File: config.mk
export PLATFORM = sky130hd
export DESIGN_NAME = usb_toggle_tracker
export DESIGN_NICKNAME = d
export VERILOG_FILES = /design/src/rtl/usb_tgl_pkg.sv /design/src/rtl/usb_tgl_cfg.sv /design/src/rtl/usb_tgl_decide.sv /design/src/rtl/usb_tgl_state.sv /design/src/rtl/usb_toggle_tracker.sv
export SDC_FILE = /design/constraint.sdc
export NUM_CORES = 1
export LEC_CHECK = 0
export CAP_MARGIN = 5
export CORE_ASPECT_RATIO = 1.2
export CORE_MARGIN = 1.5
export CORE_UTILIZATION = 50
export CTS_BUF_LIST = sky130_fd_sc_hd__clkbuf_16
export DETAILED_ROUTE_END_ITERATION = 10
export MAX_ROUTING_LAYER = met4
export PLACE_DENSITY_LB_ADDON = 0.15
export SLEW_MARGIN = 25
export SYNTH_ARGS = -nofsm -noshare
export SYNTH_HDL_FRONTEND = slang
export SYNTH_SLANG_ARGS = --single-unit
File: constraint.sdc
create_clock -name clk -period 8.3 [get_ports clk]
set_input_delay 1.66 -clock clk [delete_from_list [all_inputs] [get_ports clk]]
set_output_delay 1.66 -clock clk [all_outputs]
set_load 0.02 [all_outputs]
File: src/rtl/usb_tgl_pkg.sv
package usb_tgl_pkg;

  typedef enum logic [1:0] {
    EP_CTRL = 2'b00,
    EP_ISO  = 2'b01,
    EP_BULK = 2'b10,
    EP_INTR = 2'b11
  } ep_kind_e;

  typedef struct packed {
    logic accept;
    logic discard;
    logic dup;
    logic hs;
    logic exp_we;
    logic nxt_exp;
    logic rx;
  } verdict_t;

endpackage

File: src/rtl/usb_tgl_cfg.sv
module usb_tgl_cfg #(
  parameter int NUM_EP = 8,
  localparam int EPW = $clog2(NUM_EP)
) (
  input  logic                   clk,
  input  logic                   rst,
  input  logic                   bus_reset,
  input  logic                   cfg_we,
  input  logic [EPW-1:0]         cfg_ep,
  input  logic                   cfg_en,
  input  logic [1:0]             cfg_type,
  input  logic                   cfg_dir,
  output logic [NUM_EP-1:0]      en_o,
  output logic [NUM_EP-1:0][1:0] kind_o,
  output logic [NUM_EP-1:0]      dir_o
);
  import usb_tgl_pkg::*;

  // endpoint 0 is hard-wired as an enabled control endpoint
  assign en_o[0]   = 1'b1;
  assign kind_o[0] = EP_CTRL;
  assign dir_o[0]  = 1'b0;

  for (genvar g = 1; g < NUM_EP; g++) begin : g_ep
    logic       en_q;
    logic [1:0] kind_q;
    logic       dir_q;

    always_ff @(posedge clk) begin
      if (rst || bus_reset) begin
        en_q   <= 1'b0;
        kind_q <= EP_CTRL;
        dir_q  <= 1'b0;
      end else if (cfg_we && cfg_ep == EPW'(g)) begin
        en_q   <= cfg_en;
        kind_q <= cfg_type;
        dir_q  <= cfg_dir;
      end
    end

    assign en_o[g]   = en_q;
    assign kind_o[g] = kind_q;
    assign dir_o[g]  = dir_q;
  end

endmodule

File: src/rtl/usb_tgl_decide.sv
module usb_tgl_decide (
  input  logic                  stb,
  input  logic                  crc_ok,
  input  logic                  block,
  input  logic                  setup,
  input  logic                  pid1,
  input  logic                  en,
  input  usb_tgl_pkg::ep_kind_e kind,
  input  logic                  dir_in,
  input  logic                  exp,
  output usb_tgl_pkg::verdict_t vd
);
  import usb_tgl_pkg::*;

  logic live;
  logic dir_bad;

  assign live    = stb && crc_ok && en && !block;
  assign dir_bad = (kind != EP_CTRL) && dir_in;

  always_comb begin
    vd = '0;
    if (live && !dir_bad) begin
      if (setup) begin
        if (kind == EP_CTRL) begin
          vd.accept  = 1'b1;
          vd.hs      = 1'b1;
          vd.exp_we  = 1'b1;
          vd.nxt_exp = 1'b1;
          vd.rx      = 1'b1;
        end else begin
          vd.discard = 1'b1;
        end
      end else if (kind == EP_ISO) begin
        vd.accept = 1'b1;
        vd.rx     = 1'b1;
      end else if (pid1 == exp) begin
        vd.accept  = 1'b1;
        vd.hs      = 1'b1;
        vd.exp_we  = 1'b1;
        vd.nxt_exp = !exp;
        vd.rx      = 1'b1;
      end else begin
        vd.discard = 1'b1;
        vd.dup     = 1'b1;
        vd.hs      = 1'b1;
        vd.rx      = 1'b1;
      end
    end
  end

endmodule

File: src/rtl/usb_tgl_state.sv
module usb_tgl_state #(
  parameter int NUM_EP = 8,
  localparam int EPW = $clog2(NUM_EP)
) (
  input  logic              clk,
  input  logic              rst,
  input  logic              bus_reset,
  input  logic              cfg_evt,
  input  logic [EPW-1:0]    ep,
  input  logic              exp_we,
  input  logic              nxt_exp,
  input  logic              rx,
  input  logic              pid1,
  output logic [NUM_EP-1:0] exp_o,
  output logic [NUM_EP-1:0] sts_o
);

  for (genvar g = 0; g < NUM_EP; g++) begin : g_ep
    logic hit;
    assign hit = (ep == EPW'(g));

    always_ff @(posedge clk) begin
      if (rst || bus_reset) begin
        exp_o[g] <= 1'b0;
        sts_o[g] <= 1'b0;
      end else begin
        if (cfg_evt)
          exp_o[g] <= 1'b0;
        else if (exp_we && hit)
          exp_o[g] <= nxt_exp;
        if (rx && hit)
          sts_o[g] <= pid1;
      end
    end
  end

  // a configuration event leaves every expected toggle at DATA0
  p_cfg_clear_r8: assert property (@(posedge clk) disable iff (rst)
    (cfg_evt && !bus_reset) |=> (exp_o == '0));

  // a bus reset clears toggles and status
  p_bus_clear_r12: assert property (@(posedge clk) disable iff (rst)
    bus_reset |=> (exp_o == '0 && sts_o == '0));

endmodule

File: src/rtl/usb_toggle_tracker.sv
module usb_toggle_tracker #(
  parameter int NUM_EP = 8,
  localparam int EPW = $clog2(NUM_EP)
) (
  input  logic              clk,
  input  logic              rst,
  input  logic              bus_reset,
  input  logic              cfg_evt,
  input  logic              cfg_we,
  input  logic [EPW-1:0]    cfg_ep,
  input  logic              cfg_en,
  input  logic [1:0]        cfg_type,
  input  logic              cfg_dir,
  input  logic              pkt_stb,
  input  logic              pkt_crc_ok,
  input  logic [EPW-1:0]    pkt_ep,
  input  logic              pkt_setup,
  input  logic              pkt_pid1,
  output logic              acc_valid,
  output logic              dis_valid,
  output logic              dup_flag,
  output logic              hs_req,
  output logic [NUM_EP-1:0] tgl_status
);
  import usb_tgl_pkg::*;

  logic [NUM_EP-1:0]      en_w;
  logic [NUM_EP-1:0][1:0] kind_w;
  logic [NUM_EP-1:0]      dir_w;
  logic [NUM_EP-1:0]      exp_w;
  ep_kind_e               kind_sel;
  verdict_t               vd;

  usb_tgl_cfg #(.NUM_EP(NUM_EP)) u_cfg (
    .clk      (clk),
    .rst      (rst),
    .bus_reset(bus_reset),
    .cfg_we   (cfg_we),
    .cfg_ep   (cfg_ep),
    .cfg_en   (cfg_en),
    .cfg_type (cfg_type),
    .cfg_dir  (cfg_dir),
    .en_o     (en_w),
    .kind_o   (kind_w),
    .dir_o    (dir_w)
  );

  assign kind_sel = ep_kind_e'(kind_w[pkt_ep]);

  usb_tgl_decide u_decide (
    .stb    (pkt_stb),
    .crc_ok (pkt_crc_ok),
    .block  (bus_reset || cfg_evt),
    .setup  (pkt_setup),
    .pid1   (pkt_pid1),
    .en     (en_w[pkt_ep]),
    .kind   (kind_sel),
    .dir_in (dir_w[pkt_ep]),
    .exp    (exp_w[pkt_ep]),
    .vd     (vd)
  );

  usb_tgl_state #(.NUM_EP(NUM_EP)) u_state (
    .clk      (clk),
    .rst      (rst),
    .bus_reset(bus_reset),
    .cfg_evt  (cfg_evt),
    .ep       (pkt_ep),
    .exp_we   (vd.exp_we),
    .nxt_exp  (vd.nxt_exp),
    .rx       (vd.rx),
    .pid1     (pkt_pid1),
    .exp_o    (exp_w),
    .sts_o    (tgl_status)
  );

  always_ff @(posedge clk) begin
    if (rst) begin
      acc_valid <= 1'b0;
      dis_valid <= 1'b0;
      dup_flag  <= 1'b0;
      hs_req    <= 1'b0;
    end else begin
      acc_valid <= vd.accept;
      dis_valid <= vd.discard;
      dup_flag  <= vd.dup;
      hs_req    <= vd.hs;
    end
  end

  // a packet is never both new and a retransmission
  p_acc_dup_excl_r3: assert property (@(posedge clk) disable iff (rst)
    !(acc_valid && dup_flag));

  // a decision only follows a good-CRC strobe one cycle earlier
  p_one_cycle_r11: assert property (@(posedge clk) disable iff (rst)
    (acc_valid || dis_valid) |-> $past(pkt_stb && pkt_crc_ok));

  // a duplicate is discarded and still acknowledged
  p_dup_hs_r7: assert property (@(posedge clk) disable iff (rst)
    dup_flag |-> (hs_req && dis_valid));

  // isochronous packets get no handshake
  p_iso_quiet_r6: assert property (@(posedge clk) disable iff (rst)
    (acc_valid && $past(kind_sel == EP_ISO)) |-> !hs_req);

endmodule

**Word-level counts from Yosys, hierarchy flattened**

Cells that the tools add are included.

- $lt $le $gt $ge: 1
- Eq/ne operators: 16
- Bitwise logic cells: 1
- Multiplexer cells: 19
- Reductions and logical operators: 39

Operators by type and width:

| kind | count |
|---|---|
| $logic_and 1x1->1 | 28 |
| $eq 3x3->1 const B | 8 |
| $eq 3x2->1 const B | 4 |
| $bmux 1 s3 | 3 |
| $mux 2 | 4 |
| $mux 4 | 2 |
| $mux 1 | 7 |
| $bmux 2 s3 | 1 |
| $eq 3x1->1 const B | 2 |
| $mux 5 | 1 |
| $lt 3x4->1 const B | 1 |
| $reduce_or 2->1 | 2 |
| $reduce_or 4->1 | 1 |
| $logic_not 1->1 | 3 |
| $logic_not 3->1 | 1 |
| $mux 3 | 1 |
| $eq 2x1->1 const B | 1 |
| $logic_not 2->1 | 1 |
| $logic_or 1x1->1 | 2 |
| $reduce_bool 2->1 | 1 |
| $eq 1x1->1 | 1 |
| $not 1->1 | 1 |

- Output and inout port bits: 12
- Register bits after elaboration: 48
- Input port bits: 19
- Logic and storage cells: 117

**Depth between registers and ports, before layout**

Gate-level depths: netlist of run 1.

- Depth after elaboration: 8
- Gate-level depth with buffers: 9
- Gate-level depth less buffers: 7

**Cells and area by module**

From an unflattened synthesis of run 1, not the netlist that was laid out.

- Cells, all modules: 257
- Area total of the unflattened synthesis: 2851.5 um^2

By module, submodules not included:

| module | times used | sequential area each (um^2) | cells an instance | area an instance (um^2) |
|---|---|---|---|---|
| usb_tgl_cfg | 1 | 560.5 | 129 | 1416.4 |
| usb_tgl_state | 1 | 320.3 | 73 | 822.0 |
| usb_toggle_tracker | 1 | 80.1 | 26 | 445.4 |
| usb_tgl_decide | 1 | 0.0 | 29 | 167.7 |

**Worst setup path before layout of run 1**

OpenSTA, ideal clock, no wires.

- Path kind: input to register
- From: in pkt_ep[0]
- To: reg u_state.exp_o[2]
- Stages: 9
- Arrival time: 3780 ps
- Required time: 8165 ps
- Setup slack: 4384 ps
- Setup time: 135 ps
- Path buffers: 2
- Cell sequence: clkbuf_1 -> clkbuf_1 -> mux4_2 -> mux2i_1 -> ha_1 -> a222oi_1 -> a21oi_2 -> o311ai_0 -> o41ai_1

- Longest elaborated chain between the ends: 8
- Elaborated cells between the ends (all ways): 25
- Those cells by class: eq/ne (3); mux (13); reduce/logical (9)

RTL lines:

| item | line | source |
|---|---|---|
| from (decl) | usb_toggle_tracker.sv:16 | `input logic [EPW-1:0] pkt_ep,` |
| $bmux 1 s3 / $bmux 2 s3 (equally long branches) | usb_toggle_tracker.sv:59, usb_toggle_tracker.sv:48 |  |
| $mux 1 (not written as such) / $mux 2 (equally long branches) | usb_toggle_tracker.sv:59, usb_toggle_tracker.sv:48 |  |
| $eq 1x1->1 / $reduce_bool 2->1 (equally long branches) | usb_tgl_decide.sv:37, usb_tgl_decide.sv:19 |  |
| $mux 2 / $logic_and 1x1->1 (equally long branches) | usb_tgl_decide.sv:37, usb_tgl_decide.sv:19 |  |
| $mux 5 / $logic_not 1->1 (equally long branches) | usb_tgl_decide.sv:34, usb_tgl_decide.sv:23 |  |
| $mux 4 / $logic_and 1x1->1 (equally long branches) | usb_tgl_decide.sv:24, usb_tgl_decide.sv:23 |  |
| $mux 3 | usb_tgl_decide.sv:23 | `if (live && !dir_bad) begin` |
| $logic_and 1x1->1 | usb_tgl_state.sv:29 | `else if (exp_we && hit)` |
| to (signal, indexed assignment) | usb_tgl_state.sv:30 | `exp_o[g] <= nxt_exp;` |
| to (decl) | usb_tgl_state.sv:14 | `output logic [NUM_EP-1:0] exp_o,` |

Parallel ways exist; a longest one is shown, timed or not. The select of a mux whose other input is x is not followed.
A chain may end at the register's enable or synchronous reset.

**Final worst setup path of run 1**

- From: in pkt_ep[0]
- To: reg u_state.exp_o[3]

The elaborated chain is that of the path after synthesis.

==> summary.md, run 1 <==
| Metric | Value |
|---|---|
| Status | `completed` |
| Area Growth Syn to Fin | `19.91%` |
| Gr usage total | `21.26%` |
| HP Class | `flop to flop` |
| Vias in the first global route | `1671` |
| GRT overflow | `0` |
| I/O pin cnt | `31` |
| Cell leakage power | `1.104 nW` |
| CTS sink count | `48` |
| Layout Cells excl Fill | `319` |
| Post-Synthesis Cell Area | `0.002312 mm^2` |
| WHS | `0.4556 ns` |
| Post-synth top area share | `41.56%` |
| Worst-Margin Slew | `0.8144 ns` |
| Peak Freq | `0.2391 GHz` |
| Worst-Skew Late Latency | `0.28 ns` |
| Hpwl dp | `3.470 mm` |
| Clock slew at reported path FFs | `0.06 ns` |
| Warnings, synthesis | `0` |
| Largest net degree at the start of global routing | `30` |
| Placed Instances | `312` |
| Placement Setup Slack | `3.816 ns` |
| # hold bufs at CTS | `0` |
| Wire length per cell | `15.45 um` |
| Vias | `1820` |
| Final Wtd Congestion | `0.9149` |
| DRT Pass-1 Iters | `4` |
| Hold Crit Start | `u_state.sts_o[4]$_SDFFE_PP0P_` |
| PwrDens | `167.8 mW/mm^2` |
| Gate Count Post-Synth | `240` |
| First-pass GRT wire length | `8.079 mm` |
| Postcts setup bufs | `0` |
| Max VDD drop | `0.1287 mV` |
| Synthesis-stage register bit count | `48` |
| Mean post-synth cell area | `9.634 um^2` |
| Post-synthesis async set-or-reset flop share | `0%` |
| Crit Path Max Fanout | `17` |
| CP required | `8.46 ns` |
| Maximum root-to-sink buffer count | `2` |
| Max-slew violation count | `0` |
| Synth unique cells | `45` |
| Setup crit start | `pkt_ep[0]` |
| H-tree depth | `2` |
| Min Tclk post-route | `4.182 ns` |
| Num CTS Buffers | `5` |
| Final Hold Viols | `0` |
| Period Utilization, post-route | `50.38%` |
| CTS resizes | `0` |
| RSZ-0062 raised after global routing | `false` |
| Area leader, netlist | `dfxtp_1` |
| Core area | `0.004359 mm^2` |
| Drt first-iter violations | `122` |
| Area contributors post-synth | `dfxtp_1 (42%), mux2i_1 (19%), nor2_1 (5.7%), nand2_1 (3.7%), mux4_2 (2.9%)` |
| CP arrival | `4.34 ns` |
| Syn nets | `260` |
| Max cap viols | `0` |
| Crit path capture type | `flop` |
| Reg2Reg Launch Point | `u_state.exp_o[3]$_SDFFE_PP0P_` |
| Die ar. | `0.005043 mm^2` |
| Worst R2R End | `u_state.exp_o[3]$_SDFFE_PP0P_` |
| R2R depth | `7` |
| DRC Markers | `0` |
| Seq/Total Area, Yosys | `41.56%` |
| TritonCTS clock tree | `done` |
| Worst Skew | `0.003813 ns` |
| Die span in x | `65.08 um` |
| R2R setup slack | `6.01 ns` |
| ANT nets after route | `0` |
| N_diodes | `0` |
| Setup crit end | `u_state.exp_o[3]$_SDFFE_PP0P_` |
| Worst relative slew slack | `45.29%` |
| Initial Utilization | `53.04%` |
| DR vias/cell | `5.705` |
| CP Class | `input pin to flop` |
| Worst setup margin | `4.118 ns` |
| Ys flop type | `dfxtp_1` |
| Die H | `77.50 um` |
| CP startpoint kind | `input pin` |
| Fillcell total | `393` |
| Post-synth EDFFs | `0` |
| Initial antenna violation count | `0` |
| Ratio of cells with drive above 1 in the final layout | `8.745%` |
| Total wire length | `4.930 mm` |
| Row count | `26` |
| Setup total negative slack | `0 ns` |
| Final setup fails | `0` |
| Number of I/O port buffers | `30` |
| Net count, final | `283` |
| CTS Root Cell | `clkbuf_16` |
[placed cells by master (no fill, tap or decap), drive strengths merged, types with 3 or more instances in the layout]
cell           Yosys  routed
a21oi              5       5
a22o               3       3
clkbuf            12       5
clkdlybuf4s50      0      30
dfxtp             48      48
inv                4       4
mux2               7       7
mux2i             44      44
mux4               3       3
nand2             23      23
nand4b             3       3
nor2              35      35
nor2b              3       3
nor3               7       7
o311ai             4       4
o41ai              4       4
[per-layer routing]
metal  track usage (%)  wire length [um]  vias to the layer above
met5                 -                 0                        -
met4             9.792               110                        0
met3             3.188               192                       10
met2             33.81              2399                       46
met1             26.61              2228                      850
li1                  -                 -                      914
[worst min-delay path by stage]
stage / end / slack (ns) / cells past startpoint
after floorplan: u_state.exp_o[5]$_SDFFE_PP0P_ / 0.43 / 2
after global placement: u_state.sts_o[5]$_SDFFE_PP0P_ / 0.45 / 2
after detailed placement: u_state.sts_o[5]$_SDFFE_PP0P_ / 0.45 / 2
after CTS: u_state.sts_o[4]$_SDFFE_PP0P_ / 0.46 / 2
after global routing: u_state.sts_o[3]$_SDFFE_PP0P_ / 0.48 / 2
final: u_state.sts_o[4]$_SDFFE_PP0P_ / 0.46 / 2
[metrics by stage]
step                util (%)  total power [W]  instance area (um^2)
finish                 63.61        0.0004652                  2773
floorplan                  -        0.0002662                  2312
global placement       60.16        0.0002825                  2623
detailed placement     60.30        0.0002829                  2629
global route           63.61        0.0004831                  2773
CTS                    63.35        0.0004691                  2761
[worst max-delay path, cell delays in order]
cell and delay, ns:
clkdlybuf4s50_1 0.88, mux4_2 0.40, mux2i_1 0.14, ha_1 0.28, a222oi_1 0.39, a21oi_2 0.14
o311ai_1 0.32, o41ai_1 0.12
[flip-flops by register name (all words and copies together) (netlist names)]
| register | flops |
|---|---|
| u_cfg.g_ep.kind_q | 14 |
| u_state.exp_o | 8 |
| u_state.sts_o | 8 |
| u_cfg.g_ep.dir_q | 7 |
| u_cfg.g_ep.en_q | 7 |
| acc_valid | 1 |
| dis_valid | 1 |
| dup_flag | 1 |
| hs_req | 1 |
[cell type report]
type	count	area (um^2)	share of cell area, %
clock buffers	5	125.1	4.513
clock inverters	2	7.507	0.2708
inverters	4	15.01	0.5415
multi-input cells	173	1286	46.39
flip-flops and latches	48	960.9	34.66
well taps	56	70.07	2.527
repair buffers	31	307.8	11.10
[cells in the mapped netlist, types with 2 or more instances]
library cell	n
inv_1	4
nor2_1	35
nor4bb_1	2
o311ai_1	2
and2_1	2
mux2_1	2
mux4_2	3
o311ai_0	2
nand2b_1	2
and3_1	2
clkbuf_1	12
mux2_2	5
o41ai_1	4
o211ai_1	2
a22o_1	2
a21oi_1	4
nor2b_1	3
dfxtp_1	48
nand3_1	2
mux2i_1	44
a221oi_1	2
nor3_1	7
a221o_1	2
nand4b_1	3
nand2_1	23
a22oi_1	2
[kinds of logic after synthesis]
family / after synthesis / synth area share [%]
AO/OA/AOI/OAI: 32 / 11.58
adder cells (fa/ha/maj): 1 / 0.5410
AND/OR/NAND/NOR: 86 / 17.37
multiplexers: 54 / 25.38
buffers and inverters: 19 / 3.571
flip-flops: 48 / 41.56
[where the power goes]
group | total, W | switching [W] | internal (W)
combinational | 0.0000467 | 0.0000268 | 0.0000199
clock | 0.000186 | 0.0000787 | 0.000108
sequential | 0.000232 | 0.000000546 | 0.000231
total | 0.000465 | 0.000106 | 0.000359
No activity file was read; power rests on OpenSTA's default activity.
==> run 2, diff against run 1 <==
==> constraint.sdc (replaced) <==
create_clock -name clk -period 4.01 [get_ports clk]
set_input_delay 0.802 -clock clk [delete_from_list [all_inputs] [get_ports clk]]
set_output_delay 0.802 -clock clk [all_outputs]
set_load 0.02 [all_outputs]
==> run 2 against run 1 <==
Critical path type unchanged. Sequential cell count is the same. Die area did not move. Via count is 0.38% higher. Global-route usage grew 0.56 points. Wire length up 0.47%. Combinational power rose by 110%. Register-to-register slack got worse by 4.3 ns.
==> summary.md, run 2 (same netlist as run 1, synthesis figures left out) <==
| Metric | Value |
|---|---|
| Setup total negative slack | `0 ns` |
| Die ar. | `0.005043 mm^2` |
| Worst R2R End | `u_state.exp_o[2]$_SDFFE_PP0P_` |
| R2R depth | `7` |
| Crit path capture type | `flop` |
| Largest net degree at the start of global routing | `30` |
| Critical path buffer and inverter count | `2` |
| DR vias/cell | `5.639` |
| CP Class | `input pin to flop` |
| Ratio of cells with drive above 1 in the final layout | `9.328%` |
| RSZ-0062 raised after global routing | `false` |
| Fillcell total | `394` |
| Die span in x | `65.08 um` |
| Grt met1 use | `27.56%` |
| Gr usage total | `21.83%` |
| Status | `completed` |
| Max-slew violation count | `0` |
| Final Hold Viols | `0` |
| Worst-Margin Slew | `0.7093 ns` |
| Net count, final | `287` |
| Core area | `0.004359 mm^2` |
| TritonCTS clock tree | `done` |
| Wire length per cell | `15.29 um` |
| Num CTS Buffers | `5` |
| Initial Utilization | `53.04%` |
| Row count | `26` |
| CTS sink count | `48` |
| Initial antenna violation count | `0` |
| Maximum root-to-sink buffer count | `2` |
| Die H | `77.50 um` |
| CTS resizes | `0` |
| Peak Freq | `0.2961 GHz` |
| Reg2Reg Launch Point | `u_state.exp_o[7]$_SDFFE_PP0P_` |
| Worst relative slew slack | `52.35%` |
| Number of I/O port buffers | `30` |
| Postcts setup bufs | `0` |
| Hold Path Cell Cnt | `2` |
| Busiest grt layer | `met2` |
| H-tree depth | `2` |
| Most common cell after layout, fill and taps aside | `dfxtp_1` |
| Layout Cells excl Fill | `324` |
| Final setup fails | `0` |
| Final Instance Area | `0.002793 mm^2` |
| Clock slew at reported path FFs | `0.06 ns` |
| Final Wtd Congestion | `0.9511` |
| Most frequent cells in the layout | `dfxtp_1 (48), mux2i_1 (44), nor2_1 (35)` |
| Vias in the first global route | `1753` |
| Worst-Skew Late Latency | `0.29 ns` |
| Hold EP | `u_state.sts_o[1]$_SDFFE_PP0P_` |
| Area Growth Syn to Fin | `20.78%` |
| I/O pin cnt | `31` |
| CP arrival | `3.56 ns` |
| Worst Skew | `0.003979 ns` |
| Crit-path slowest cell | `clkdlybuf4s50_1` |
| Cell leakage power | `1.127 nW` |
| First-pass GRT wire length | `8.355 mm` |
| CP max stage delay | `0.74 ns` |
| ANT nets after route | `0` |
| CP Cell Sequence | `clkdlybuf4s50_1 > buf_4 > mux2_2 > a221o_1 > a22o_4 > nor2_1 > o21ai_2 > o41ai_1` |
| Total wire length | `4.953 mm` |
| Max VDD drop | `0.2458 mV` |
| Max FFs per register | `14` |
| Placed Instances | `316` |
| CP startpoint kind | `input pin` |
| CP required | `4.20 ns` |
| # hold bufs at CTS | `0` |
| Max cap viols | `0` |
| DRT Pass-1 Iters | `4` |
| DRC Markers | `0` |
| GRT overflow | `0` |
| Met2 usage | `34.74%` |
| Crit Path Max Fanout | `13` |
| CTS Root Cell | `clkbuf_16` |
| Hpwl dp | `3.627 mm` |
| Fin util | `64.06%` |
| Min Tclk post-route | `3.377 ns` |
| R2R setup slack | `1.71 ns` |
| Drt first-iter violations | `98` |
| Post-DP Area | `0.002653 mm^2` |
| Biggest regs | `u_cfg.g_ep.kind_q x14, u_state.exp_o x8, u_state.sts_o x8` |
| Period Utilization, post-route | `84.22%` |
| Delay-heaviest family, CP | `compound AO/OA/AOI/OAI gates` |
| PwrDens | `349.6 mW/mm^2` |
| Hold Crit Start | `u_state.sts_o[1]$_SDFFE_PP0P_` |
| Met3 Resource Use GR | `4.348%` |
| N_diodes | `0` |
| HP Class | `flop to flop` |
| Biggest register | `u_cfg.g_ep.kind_q` |
| Vias | `1827` |
run 2: metal layers:
metal	up-vias	part of all wire (%)	wire, um
met5	-	0	0
met4	0	2.0	97
met3	9	4.5	225
li1	921	-	-
met2	56	49	2415
met1	841	45	2214
run 2: layout make-up:
cell class | instances | area (um^2) | area share [%]
Clock buffer | 5 | 125.1 | 4.480
Tap cell | 56 | 70.07 | 2.509
Timing Repair Buffer | 35 | 337.8 | 12.10
Inverter | 4 | 15.01 | 0.5376
Multi-Input combinational cell | 173 | 1269 | 45.43
Sequential cell | 48 | 960.9 | 34.41
Clock inverter | 3 | 15.01 | 0.5376
run 2: tightest hold or removal path, delay by kind of cell, from the launching register on:
| kind | cells | cell delay (ns) |
|---|---|---|
| AND/OR/NAND/NOR | 1 | 0.05 |
| flip-flops | 1 | 0.31 |
| multiplexers | 1 | 0.05 |
run 2: worst max path at each step:
| stage | start | end | slack, ns | cells after the start |
|---|---|---|---|---|
| CTS | pkt_ep[1] | u_state.exp_o[4]$_SDFFE_PP0P_ | 0.62 | 8 |
| global placement | pkt_ep[1] | u_state.exp_o[2]$_SDFFE_PP0P_ | 0.39 | 8 |
| detailed placement | pkt_ep[1] | u_state.exp_o[4]$_SDFFE_PP0P_ | 0.31 | 8 |
| floorplan | pkt_ep[0] | u_state.exp_o[2]$_SDFFE_PP0P_ | 0.95 | 9 |
| finish | pkt_ep[1] | u_state.exp_o[4]$_SDFFE_PP0P_ | 0.63 | 8 |
| global route | pkt_ep[1] | u_state.exp_o[1]$_SDFFE_PP0P_ | 0.36 | 8 |
run 2: power by group:
| part | internal [W] | switching [W] | total, W |
|---|---|---|---|
| Clock | 0.000227 | 0.000172 | 0.000399 |
| Sequential | 0.000479 | 0.00000114 | 0.000480 |
| Combinational | 0.0000422 | 0.0000547 | 0.0000970 |
run 2: through the flow:
step	worst slack [ns]	power, W	hold slack [ns]
after CTS	0.6248	0.0009835	0.4583
final	0.6326	0.0009762	0.4536
after floorplan	0.9525	0.0005510	0.4315
after global placement	0.3894	0.0005867	0.4433
after global routing	0.3603	0.001017	0.4674
after detailed placement	0.3135	0.0005869	0.4497
